[src/rtl/frame_recency_pkg.sv]
package frame_recency_pkg;
  localparam int LFSR_W = 8;

  typedef enum logic {
    S_IDLE,
    S_SEARCH
  } search_state_e;

  // strobes from control to the list datapath
  typedef struct packed {
    logic push;   // apply a reference this cycle
    logic probe;  // a search probe is active this cycle
  } list_ctrl_s;
endpackage

[src/rtl/recency_list_dp.sv]
module recency_list_dp
  import frame_recency_pkg::*;
#(
  parameter int DEPTH = 16,
  parameter int FW    = 6
) (
  input  logic                       clk,
  input  logic                       rst_n,
  input  list_ctrl_s                 ctrl,
  input  logic [FW-1:0]              refFrame,
  input  logic [FW-1:0]              probeFrame,
  output logic                       probeAbsent,
  output logic [DEPTH-1:0][FW-1:0]   entryFrame,
  output logic [DEPTH-1:0]           entryValid
);
  logic [DEPTH-1:0][FW-1:0] curFrame, nxtFrame;
  logic [DEPTH-1:0]         curValid, nxtValid;
  logic [DEPTH-1:0]         match, matchAbove, probeHits;
  logic                     refHit, listFull;

  // associative compare and prefix of matches above each slot
  for (genvar i = 0; i < DEPTH; i++) begin : g_match
    assign match[i] = curValid[i] && (curFrame[i] == refFrame);
    if (i == 0) begin : g_first
      assign matchAbove[i] = 1'b0;
    end else begin : g_rest
      assign matchAbove[i] = matchAbove[i-1] | match[i-1];
    end
  end

  assign refHit   = |match;
  assign listFull = &curValid;

  // next-state list: slot 0 takes the reference, others shift unless a
  // match sits above them (those below the hit keep their place)
  for (genvar i = 0; i < DEPTH; i++) begin : g_next
    if (i == 0) begin : g_top
      always_comb begin
        nxtFrame[i] = ctrl.push ? refFrame : curFrame[i];
        nxtValid[i] = ctrl.push ? 1'b1     : curValid[i];
      end
    end else begin : g_below
      always_comb begin
        if (ctrl.push && !matchAbove[i]) begin
          nxtFrame[i] = curFrame[i-1];
          nxtValid[i] = curValid[i-1];
        end else begin
          nxtFrame[i] = curFrame[i];
          nxtValid[i] = curValid[i];
        end
      end
    end
  end

  // probe against the post-reference list
  for (genvar i = 0; i < DEPTH; i++) begin : g_probe
    assign probeHits[i] = nxtValid[i] && (nxtFrame[i] == probeFrame);
  end
  assign probeAbsent = ctrl.probe && !(|probeHits);

  always_ff @(posedge clk) begin
    if (!rst_n) begin
      curValid <= '0;
      curFrame <= '0;
    end else begin
      curValid <= nxtValid;
      curFrame <= nxtFrame;
    end
  end

  assign entryFrame = curFrame;
  assign entryValid = curValid;

  AST_TOP_AFTER_REF: assert property (@(posedge clk) disable iff (!rst_n)
    ctrl.push |=> (curValid[0] && curFrame[0] == $past(refFrame)));
  AST_VALID_PREFIX: assert property (@(posedge clk) disable iff (!rst_n)
    ((curValid & (curValid + DEPTH'(1))) == '0));
  AST_HOLD_WITHOUT_REF: assert property (@(posedge clk) disable iff (!rst_n)
    !ctrl.push |=> ($stable(curValid) && $stable(curFrame)));
  AST_HIT_KEEPS_COUNT: assert property (@(posedge clk) disable iff (!rst_n)
    (ctrl.push && refHit) |=> ($countones(curValid) == $countones($past(curValid))));
  AST_FULL_STAYS_FULL: assert property (@(posedge clk) disable iff (!rst_n)
    (ctrl.push && listFull) |=> (&curValid));
endmodule

[src/rtl/victim_search_ctrl.sv]
module victim_search_ctrl
  import frame_recency_pkg::*;
#(
  parameter int DEPTH = 16,
  parameter int FW    = 6
) (
  input  logic                       clk,
  input  logic                       rst_n,
  input  logic                       refValid,
  input  logic                       victimReq,
  input  logic                       probeAbsent,
  input  logic [DEPTH-1:0][FW-1:0]   entryFrame,
  input  logic [DEPTH-1:0]           entryValid,
  output list_ctrl_s                 ctrl,
  output logic [FW-1:0]              probeFrame,
  output logic [FW-1:0]              victimFrame,
  output logic                       victimValid
);
  search_state_e       state;
  logic [LFSR_W-1:0]   lfsr;
  logic                lfsrFb;
  logic [31:0]         lfsrWide;
  logic [FW-1:0]       startIdx, cand;
  logic                victimHeld;

  // x^8 + x^6 + x^5 + x^4 + 1, maximal length
  assign lfsrFb   = lfsr[7] ^ lfsr[5] ^ lfsr[4] ^ lfsr[3];
  assign lfsrWide = 32'(lfsr);
  assign startIdx = lfsrWide[FW-1:0];

  always_ff @(posedge clk) begin
    if (!rst_n) begin
      lfsr <= LFSR_W'(1);
    end else begin
      lfsr <= {lfsr[LFSR_W-2:0], lfsrFb};
    end
  end

  always_ff @(posedge clk) begin
    if (!rst_n) begin
      state       <= S_IDLE;
      cand        <= '0;
      victimFrame <= '0;
      victimValid <= 1'b0;
    end else begin
      victimValid <= 1'b0;
      case (state)
        S_IDLE: begin
          if (victimReq) begin
            cand  <= startIdx;
            state <= S_SEARCH;
          end
        end
        S_SEARCH: begin
          if (probeAbsent) begin
            victimFrame <= cand;
            victimValid <= 1'b1;
            state       <= S_IDLE;
          end else begin
            cand <= cand + FW'(1);
          end
        end
        default: state <= S_IDLE;
      endcase
    end
  end

  always_comb begin
    ctrl.push  = refValid;
    ctrl.probe = (state == S_SEARCH);
  end
  assign probeFrame = cand;

  always_comb begin
    victimHeld = 1'b0;
    for (int i = 0; i < DEPTH; i++) begin
      if (entryValid[i] && entryFrame[i] == victimFrame) victimHeld = 1'b1;
    end
  end

  AST_VICTIM_ABSENT: assert property (@(posedge clk) disable iff (!rst_n)
    victimValid |-> !victimHeld);
  AST_VICTIM_PULSE: assert property (@(posedge clk) disable iff (!rst_n)
    victimValid |=> !victimValid);
  AST_PULSE_ENDS_SEARCH: assert property (@(posedge clk) disable iff (!rst_n)
    victimValid |-> (state == S_IDLE));
  AST_LFSR_NONZERO: assert property (@(posedge clk) disable iff (!rst_n)
    lfsr != '0);
endmodule

[src/rtl/frame_recency_top.sv]
module frame_recency_top
  import frame_recency_pkg::*;
#(
  parameter int NUM_FRAMES = 64,
  parameter int DEPTH      = 16,
  localparam int FW        = $clog2(NUM_FRAMES)
) (
  input  logic          clk,
  input  logic          rst_n,
  input  logic          refValid,
  input  logic [FW-1:0] refFrame,
  input  logic          victimReq,
  output logic [FW-1:0] victimFrame,
  output logic          victimValid
);
  list_ctrl_s               ctrl;
  logic [FW-1:0]            probeFrame;
  logic                     probeAbsent;
  logic [DEPTH-1:0][FW-1:0] entryFrame;
  logic [DEPTH-1:0]         entryValid;

  initial begin
    if ((1 << FW) != NUM_FRAMES) $error("NUM_FRAMES must be a power of two");
    if (DEPTH >= NUM_FRAMES) $error("DEPTH must be below NUM_FRAMES");
  end

  victim_search_ctrl #(.DEPTH(DEPTH), .FW(FW)) u_ctrl (
    .clk(clk), .rst_n(rst_n), .refValid(refValid), .victimReq(victimReq),
    .probeAbsent(probeAbsent), .entryFrame(entryFrame), .entryValid(entryValid),
    .ctrl(ctrl), .probeFrame(probeFrame), .victimFrame(victimFrame),
    .victimValid(victimValid)
  );

  recency_list_dp #(.DEPTH(DEPTH), .FW(FW)) u_list (
    .clk(clk), .rst_n(rst_n), .ctrl(ctrl), .refFrame(refFrame),
    .probeFrame(probeFrame), .probeAbsent(probeAbsent),
    .entryFrame(entryFrame), .entryValid(entryValid)
  );
endmodule

[config.mk]
export PLATFORM = sky130hd
export DESIGN_NAME = frame_recency_top
export DESIGN_NICKNAME = d
export VERILOG_FILES = /design/src/rtl/frame_recency_pkg.sv /design/src/rtl/recency_list_dp.sv /design/src/rtl/victim_search_ctrl.sv /design/src/rtl/frame_recency_top.sv
export SDC_FILE = /design/constraint.sdc
export NUM_CORES = 1
export LEC_CHECK = 0
export BUFFER_PORTS_ARGS = -buffer_cell sky130_fd_sc_hd__buf_4
export CORE_MARGIN = 2
export CORE_UTILIZATION = 40
export DETAILED_ROUTE_END_ITERATION = 8
export SLEW_MARGIN = 15
export SYNTH_ARGS = -nofsm -noshare
export SYNTH_HDL_FRONTEND = slang
export SYNTH_SLANG_ARGS = --single-unit
[constraint.sdc]
create_clock -name clk -period 5 [get_ports clk]
set_input_delay 1 -clock clk [delete_from_list [all_inputs] [get_ports clk]]
set_output_delay 1 -clock clk [all_outputs]
set_load 0.02 [all_outputs]
==> results of run 1 <==
## cells in the mapped netlist, types with 8 or more instances
| cell type | instances |
|---|---|
| nor2_1 | 135 |
| dfxtp_1 | 134 |
| mux2i_1 | 87 |
| xnor2_1 | 86 |
| xor2_1 | 66 |
| nand2_1 | 57 |
| a21oi_1 | 49 |
| clkbuf_1 | 32 |
| o21ai_0 | 29 |
| nand4_1 | 21 |
| and2_1 | 19 |
| nand3_1 | 17 |
| inv_1 | 12 |
| nor3_1 | 12 |
| nor4_1 | 11 |
| buf_6 | 10 |
| buf_2 | 9 |
| nor2b_1 | 9 |
| o221ai_1 | 9 |
| nand2b_1 | 8 |
| o2111ai_1 | 8 |
## area by class of cell
| cell class | count | area share [%] |
|---|---|---|
| clock buffer | 21 | 4.94 |
| clock inverter | 11 | 2.62 |
| inverter | 16 | 0.657 |
| multi-input combinational | 738 | 55.3 |
| sequential | 134 | 28.8 |
| tap | 270 | 3.62 |
| timing repair buffer | 51 | 4.10 |
## metal layers
metal | track usage [%] | vias up
li1 | - | 3368
met1 | 31.0 | 3372
met2 | 34.9 | 285
met3 | 5.21 | 30
met4 | 5.81 | 0
met5 | 0 | -
## metrics by stage
step / cells / hold slack [ns] / total power [mW] / setup WS [ns] / area, sq um
global placement: 1209 / 0.423 / 1.49 / 0.0951 / 8620
CTS: 1241 / 0.433 / 2.99 / 0.448 / 9330
floorplan: 957 / 0.412 / 1.41 / 1.01 / 8300
detailed placement: 1209 / 0.424 / 1.49 / 0.0505 / 8620
finish: 1241 / 0.430 / 2.98 / 0.330 / 9330
global route: 1241 / 0.444 / 3.08 / 0.0573 / 9330
## cell families (layout without fill, tap and decap cells)
logic type               Yosys count  count (layout)  synth area share (%)
AO/OA/AOI/OAI                    165             165                  13.9
adder cells (fa/ha/maj)            1               1                 0.151
AND/OR/NAND/NOR                  331             331                  20.8
flip-flops                       134             134                  32.3
multiplexers                      89              89                  10.9
XOR/XNOR                         152             152                  16.0
buffers and inverters             85              99                  5.89
## power groups by stage
stage	combinational, mW	clock [mW]	sequential [mW]
global route	0.392	1.58	1.11
finish	0.364	1.51	1.11
CTS	0.361	1.53	1.11
global placement	0.356	0	1.13
detailed placement	0.358	0	1.13
floorplan	0.288	0	1.12
## worst max-delay path by stage
stage / start / depth (start not counted) / slack [ns] / endpoint
after floorplan: refFrame[1] / 17 / 1.01 / u_ctrl.probeFrame[1]
after global placement: refFrame[4] / 14 / 0.1 / u_ctrl.probeFrame[0]
after detailed placement: refFrame[0] / 13 / 0.05 / u_ctrl.probeFrame[0]
after CTS: refFrame[0] / 13 / 0.45 / u_ctrl.probeFrame[0]
after global routing: refFrame[0] / 13 / 0.06 / u_ctrl.probeFrame[1]
final: refFrame[0] / 13 / 0.33 / u_ctrl.probeFrame[0]
## registers in the layout (all words and copies together) (netlist names)
| signal | flops |
|---|---|
| u_ctrl.victimValid | 1 |
| u_ctrl.probeFrame | 6 |
| u_ctrl.lfsr | 8 |
| u_ctrl.state | 1 |
| u_list.entryValid | 16 |
| u_list.entryFrame | 96 |
| u_ctrl.victimFrame | 6 |
==> run summary, run 1 <==
Filler Cells Inserted -> 2,020
RSZ-0062 raised after global routing -> false
Most used DFF post-synth -> dfxtp_1
Commonest non-fill, non-tap cell in the layout -> nor2_1
Post-synthesis cell area -> 0.00830 sq mm
Slew headroom -> 28.6%
Diode count -> 0
Cts bufs inserted -> 17
Worst Max-Slew Pin Slew -> 1.06 ns
Layout area overhead -> 12.4%
DRT Wirelength -> 23,800 um
Top cell type by total area after synthesis -> dfxtp_1
Crit-path slowest cell -> nor4_2
Final routed DRC violation total -> 0
Routed vias -> 7,055
Buf/Inv on CP -> 2
Worst setup SP type -> input port
CP required -> 5.31 ns
VDD IR-drop max -> 0.000212 V
Register share of total power -> 37.2%
Top-area cell type share of the netlist area -> 32.3%
Core Area -> 0.0203 sq mm
Dominant cells by area after synthesis -> dfxtp_1, mux2i_1, xnor2_1
LEAKAGE -> 3.65 nW
H-tree levels -> 4
EDFF count, synth -> 0
Most frequent cells in the layout -> nor2_1, dfxtp_1, mux2i_1, xnor2_1, xor2_1
Netlist cell types -> 79
Syn Inst Count -> 957
HPWL Detailed -> 16,100 um
NetSw -> 0.743 mW
Area of the multi-input gates -> 0.00516 sq mm
Resized cells post-CTS -> 0
Hold Path Sink -> u_ctrl.lfsr[7]
Reg2Reg Depth -> 12
Hold path depth -> 1
Max frequency -> 214 MHz
Final hold violations -> 0
Initial antenna violation count -> 0
Synthesized Nets -> 968
Pwr Density -> 320 mW/mm^2
CTS sink cnt -> 134
Clock latency on the worst-skew pair -> 0.43 ns
Die area -> 0.0219 sq mm
Boundary Pins -> 17
Worst min path class -> flip-flop to flip-flop
Minimum clock period -> 4.67 ns
Period utilisation layout -> 93.4%
Clock share of power -> 50.6%
GP Congestion -> 0.897
Crit-path cells -> buf_4 -> xor2_1 -> o41ai_4 -> buf_4 -> nor2_4 -> nand3_2 -> mux2i_1 -> xnor2_1 -> and4_1 -> a21o_1 -> nor4_2 -> a21oi_1 -> o221a_1
Avg Cell Area, Syn -> 8.67 sq um
Drt first pass iters -> 5
Reg2reg setup slack -> 0.78 ns
1st-iter DRT viols -> 534
Power Internal -> 2.24 mW
Sw Share -> 24.9%
Crit path max-delay family -> simple AND/OR/NAND/NOR gates
Vias per cell -> 5.68
Kind of critical path -> input port to flip-flop
Clock skew -> 0.00967 ns
Critical path's most frequent cell -> buf_4
Hold buffer count at CTS -> 0
Maxcap violations -> 0
FFs w/ async S/R, synth -> 0%
Critical Path AT -> 4.98 ns
Yosys reg bits -> 134
Share of layout cells above drive strength 1 -> 11.9%
Clk root buf -> clkbuf_16
CP Capture Type -> flip-flop
Hold Crit Start -> u_ctrl.lfsr[6]
RR Startpoint -> u_list.entryFrame[3]
Chip width -> 148 um
Final nets -> 969
Overflow after GRT -> 0
Reg area -> 0.00268 sq mm
Comb pwr share -> 12.2%
Initial Util -> 40.9%
CTS max path bufs -> 2
DR WL met2 -> 10,500 um
Row count -> 52
Status -> completed
# port buffers -> 16
Vias in the first global route -> 6,684
Sequential share of the synthesized area -> 32.3%
Final slew viol count -> 0
Crit Path Max Fanout -> 16
Synth Warn # -> 0
Max incr delay on CP -> 0.93 ns
Met3 WL post-DR -> 1900 um
Uppermost layer routed -> met4
Worst-path clk slew -> 0.06 ns
CTS tree -> done
Post-Route M1 WL -> 11,000 um
Reg2Reg Capture Point -> u_ctrl.probeFrame[0]
# setup viols final -> 0
Total negative slack -> 0 ns
Post-CTS setup buffer count -> 0
Post-Route Utilization -> 46.0%
Antenna viol nets, final -> 0
Largest net degree at the start of global routing -> 79
Global Route Usage Sum -> 22.3%
Wirelength per Cell -> 19.2 um
DIE HEIGHT -> 148 um
First-pass GRT wire length -> 38,200 um
Power figures use the tool's default switching activity.
==> inputs of run 2 (changes only) <==
Settings changed: BUFFER_PORTS_ARGS -buffer_cell sky130_fd_sc_hd__buf_4 to not set, DONT_BUFFER_PORTS set to 1.
==> run summary, run 2 (same netlist as run 1, synthesis figures left out) <==
Status -> completed
Uppermost layer routed -> met4
Core Area -> 0.0203 sq mm
CP required -> 5.32 ns
Routed vias -> 6,983
RSZ-0062 raised after global routing -> false
# setup viols final -> 0
Final slew viol count -> 0
GP Congestion -> 0.879
Worst path depth -> 12
Total negative slack -> 0 ns
RR Startpoint -> u_list.entryFrame[10]
Crit path max-delay family -> simple AND/OR/NAND/NOR gates
Clock latency on the worst-skew pair -> 0.43 ns
VDD IR-drop max -> 0.000211 V
Critical path's most frequent cell -> nor4_2
Initial Util -> 40.9%
Slew headroom -> 24.5%
Hold path depth -> 1
Hold Crit Start -> u_ctrl.lfsr[6]
Crit path launch -> refFrame[5]
Diode count -> 0
Number of flip-flops under the largest register name -> 96
Fin Hold WS -> 0.433 ns
DIE HEIGHT -> 148 um
Worst setup SP type -> input port
Row count -> 52
CTS max path bufs -> 2
HPWL Detailed -> 16,000 um
LEAKAGE -> 3.44 nW
Final nets -> 941
Share of layout cells above drive strength 1 -> 9.54%
Global Route Usage Sum -> 22.1%
CTS tree -> done
Crit-path slowest cell -> nor4_2
Max incr delay on CP -> 0.96 ns
Vias per cell -> 5.76
# port buffers -> 0
CTS sink cnt -> 134
Final routed DRC violation total -> 0
Die area -> 0.0219 sq mm
Antenna viol nets, final -> 0
First-pass GRT wire length -> 37,500 um
Most frequent cells in the layout -> nor2_1, dfxtp_1, mux2i_1, xnor2_1, xor2_1
Largest net degree at the start of global routing -> 75
Clk root buf -> clkbuf_16
Kind of critical path -> input port to flip-flop
Critical Path AT -> 4.77 ns
Resized cells post-CTS -> 0
Buf/Inv on CP -> 1
Crit-path cells -> xor2_1 -> nor4_2 -> buf_4 -> nor3_2 -> and4_1 -> nand2_4 -> mux2i_1 -> xnor2_1 -> o31ai_1 -> nor4_2 -> a21oi_1 -> o221a_1
Vias in the first global route -> 6,560
H-tree levels -> 4
Worst min path class -> flip-flop to flip-flop
Hold buffer count at CTS -> 0
Clock skew -> 0.0145 ns
Post-Route M1 WL -> 11,200 um
Worst-path clk slew -> 0.06 ns
Setup slack at placement -> 0.162 ns
Wirelength per Cell -> 19.6 um
Max frequency -> 225 MHz
Pwr Density -> 296 mW/mm^2
Reg2Reg Depth -> 13
CP Capture Type -> flip-flop
Post-CTS setup buffer count -> 0
Maxcap violations -> 0
Worst Max-Slew Pin Slew -> 1.12 ns
DRT Wirelength -> 23,700 um
Initial antenna violation count -> 0
Commonest non-fill, non-tap cell in the layout -> nor2_1
1st-iter DRT viols -> 671
Reg2reg setup slack -> 0.66 ns
Cts bufs inserted -> 17
Layout area overhead -> 8.35%
Minimum clock period -> 4.45 ns
Crit Path Max Fanout -> 17
Drt first pass iters -> 5
Chip width -> 148 um
Met3 WL post-DR -> 1720 um
Fin worst setup slack -> 0.548 ns
Period utilisation layout -> 89.0%
Boundary Pins -> 17
DR WL met2 -> 10,100 um
Overflow after GRT -> 0
Final hold violations -> 0
-- run 2: cell count changes in the layout (fill, tap and decap cells not counted), sizes merged --
cell,before,now
bufinv,7,1
buf,51,23
inv,13,18
clkinv,6,7
clkinvlp,1,5
clkbuf,21,17
-- run 2: worst paths after layout --
| kind | endpoint |
|---|---|
| min reg2reg | u_ctrl.lfsr[7] |
| min | u_ctrl.lfsr[7] |
| max reg2reg | u_ctrl.probeFrame[0] |
| max | u_ctrl.probeFrame[0] |
-- run 2: final cells by class --
cell class | instances | area (sq um)
clock buffer | 17 | 425
multi-input combinational | 738 | 5160
tap | 270 | 338
clock inverter | 15 | 143
sequential | 134 | 2680
fill | 2008 | 11300
inverter | 16 | 61.3
timing repair buffer | 23 | 185
-- run 2: through the flow --
stage	std cells	area [sq um]	util (%)	total power, mW
final	1213	8990	44.3	2.66
after global routing	1213	8990	44.3	2.76
after CTS	1213	8990	44.3	2.68
after detailed placement	1181	8430	41.5	1.45
after global placement	1181	8430	41.5	1.45
after floorplan	957	8300	-	1.41
-- run 2: worst reg2reg max path, delay by kind of cell (launching register included) --
family,cells,cell delay [ns]
compound gates,3,0.56
buf+inv,1,0.28
mux,1,0.31
flops,1,0.46
simple gates,6,2.30
xor+xnor,2,0.32
-- run 2: per-layer routing --
layer | GRT usage [%] | vias to the layer above
met5 | 0 | -
li1 | - | 3310
met2 | 32.1 | 288
met3 | 4.72 | 48
met1 | 31.7 | 3337
met4 | 9.33 | 0
-- run 2: where the power goes --
part           internal (mW)  switching [mW]
clock network          0.693           0.536
registers               1.08          0.0278
logic                  0.130           0.194
==> inputs of run 3 (changes only) <==
Settings changed: RECOVER_POWER set to 25.
==> run summary, run 3 (same netlist as run 1, synthesis figures left out) <==
Clock skew -> 0.0143 ns
First-pass GRT wire length -> 37,500 um
Period utilisation layout -> 89.9%
Routed vias -> 7,027
Vias per cell -> 5.79
Worst min path class -> flip-flop to flip-flop
Row count -> 52
Most frequent cells in the layout -> nor2_1, dfxtp_1, mux2i_1, xnor2_1, xor2_1
Initial antenna violation count -> 0
Final hold violations -> 0
Worst-path clk slew -> 0.06 ns
Number of flip-flops under the largest register name -> 96
Minimum clock period -> 4.50 ns
Wirelength per Cell -> 19.6 um
Final slew viol count -> 75
Cts bufs inserted -> 17
Worst setup SP type -> input port
LEAKAGE -> 3.43 nW
Resized cells post-CTS -> 0
DRT Wirelength -> 23,800 um
Kind of critical path -> input port to flip-flop
GP Congestion -> 0.879
Clk root buf -> clkbuf_16
Post-CTS setup buffer count -> 0
CP required -> 5.29 ns
Initial Util -> 40.9%
Largest net degree at the start of global routing -> 75
Antenna viol nets, final -> 0
Vias in the first global route -> 6,560
Worst Max-Slew Pin Slew -> 2.69 ns
Commonest non-fill, non-tap cell in the layout -> nor2_1
CTS tree -> done
Global Route Usage Sum -> 22.1%
# setup viols final -> 0
Chip width -> 148 um
DIE HEIGHT -> 148 um
Clock latency on the worst-skew pair -> 0.43 ns
Overflow after GRT -> 0
Share of layout cells above drive strength 1 -> 9.33%
Hold buffer count at CTS -> 0
Slew headroom -> -80.4%
RSZ-0062 raised after global routing -> false
Filler Cells Inserted -> 2,012
Boundary Pins -> 17
# port buffers -> 0
CP Capture Type -> flip-flop
Max frequency -> 222 MHz
Final routed DRC violation total -> 0
Drt first pass iters -> 5
H-tree levels -> 4
Crit Path Max Fanout -> 17
Layout area overhead -> 8.26%
Critical Path AT -> 4.78 ns
Pwr Density -> 297 mW/mm^2
Violated checks -> capacitance limit, slew limit
Cells after DPL -> 1,181
VDD IR-drop max -> 0.000212 V
Reg2reg setup slack -> 0.61 ns
Die area -> 0.0219 sq mm
Core Area -> 0.0203 sq mm
Status -> finished with violations
Non-Filler Instances -> 1,213
HPWL Detailed -> 16,000 um
Total negative slack -> 0 ns
CTS sink cnt -> 134
CTS max path bufs -> 2
1st-iter DRT viols -> 669
Maxcap violations -> 1
Final nets -> 941
Diode count -> 0
==> run 3: cell count changes in the layout (fill, tap and decap cells not counted), sizes merged <==
cell	previous run	this run
buf	23	21
clkbuf	17	19
clkinv	7	6
clkinvlp	5	6
==> run 3: layout make-up <==
class                           instances  area (sq um)  area share [%]
Clock buffer                           17           425            4.73
Clock inverter                         15           143            1.59
Inverter                               16          61.3           0.682
Multi-Input combinational cell        738          5160            57.4
Sequential cell                       134          2680            29.9
Tap cell                              270           338            3.76
Timing Repair Buffer                   23           178            1.98
==> run 3: metrics by stage <==
| stage | cell area (sq um) | hold slack (ns) | power [mW] | setup WS, ns | utilization, % |
|---|---|---|---|---|---|
| 6_report | 8990 | 0.433 | 2.67 | 0.504 | 44.3 |
| 4_1_cts | 8990 | 0.439 | 2.68 | 0.601 | 44.3 |
| 3_3_place_gp | 8430 | 0.417 | 1.45 | 0.263 | 41.5 |
| 3_5_place_dp | 8430 | 0.430 | 1.45 | 0.162 | 41.5 |
| 2_1_floorplan | 8300 | 0.412 | 1.41 | 1.01 | - |
| 5_1_grt | 8990 | 0.448 | 2.76 | 0.217 | 44.3 |
==> run 3: worst max-delay path, cell delays in order <==
cell and delay (ns):
xor2_1 0.15, nor4_2 0.68, buf_4 0.28, nor3_2 0.06
and4_1 0.36, nand3_2 0.35, mux2i_1 0.28, o22ai_1 0.12
nor4_1 0.58, or4b_1 0.51, nor2_8 0.10, o32ai_1 0.29
==> run 3: path summary, 6_finish.rpt <==
path,cells past startpoint,to,start
hold / removal,1,u_ctrl.lfsr[7],u_ctrl.lfsr[6]
setup / recovery,12,u_ctrl.probeFrame[3],refFrame[5]
hold reg to reg,1,u_ctrl.lfsr[7],u_ctrl.lfsr[6]
setup reg to reg,13,u_ctrl.probeFrame[3],u_list.entryFrame[10]
==> run 3: metal layers <==
metal / wire, um / global-route usage, % / vias up / part of all wire (%)
li1: - / - / 3314 / -
met1: 11200 / 31.7 / 3371 / 47
met2: 10100 / 32.1 / 294 / 43
met3: 1720 / 4.72 / 48 / 7.2
met4: 703 / 9.33 / 0 / 3.0
met5: 0 / 0 / - / 0
==> run 3: power by group <==
part	switching (mW)	total, mW	internal, mW
Clock	0.538	1.23	0.693
Sequential	0.0276	1.11	1.08
Combinational	0.195	0.325	0.130
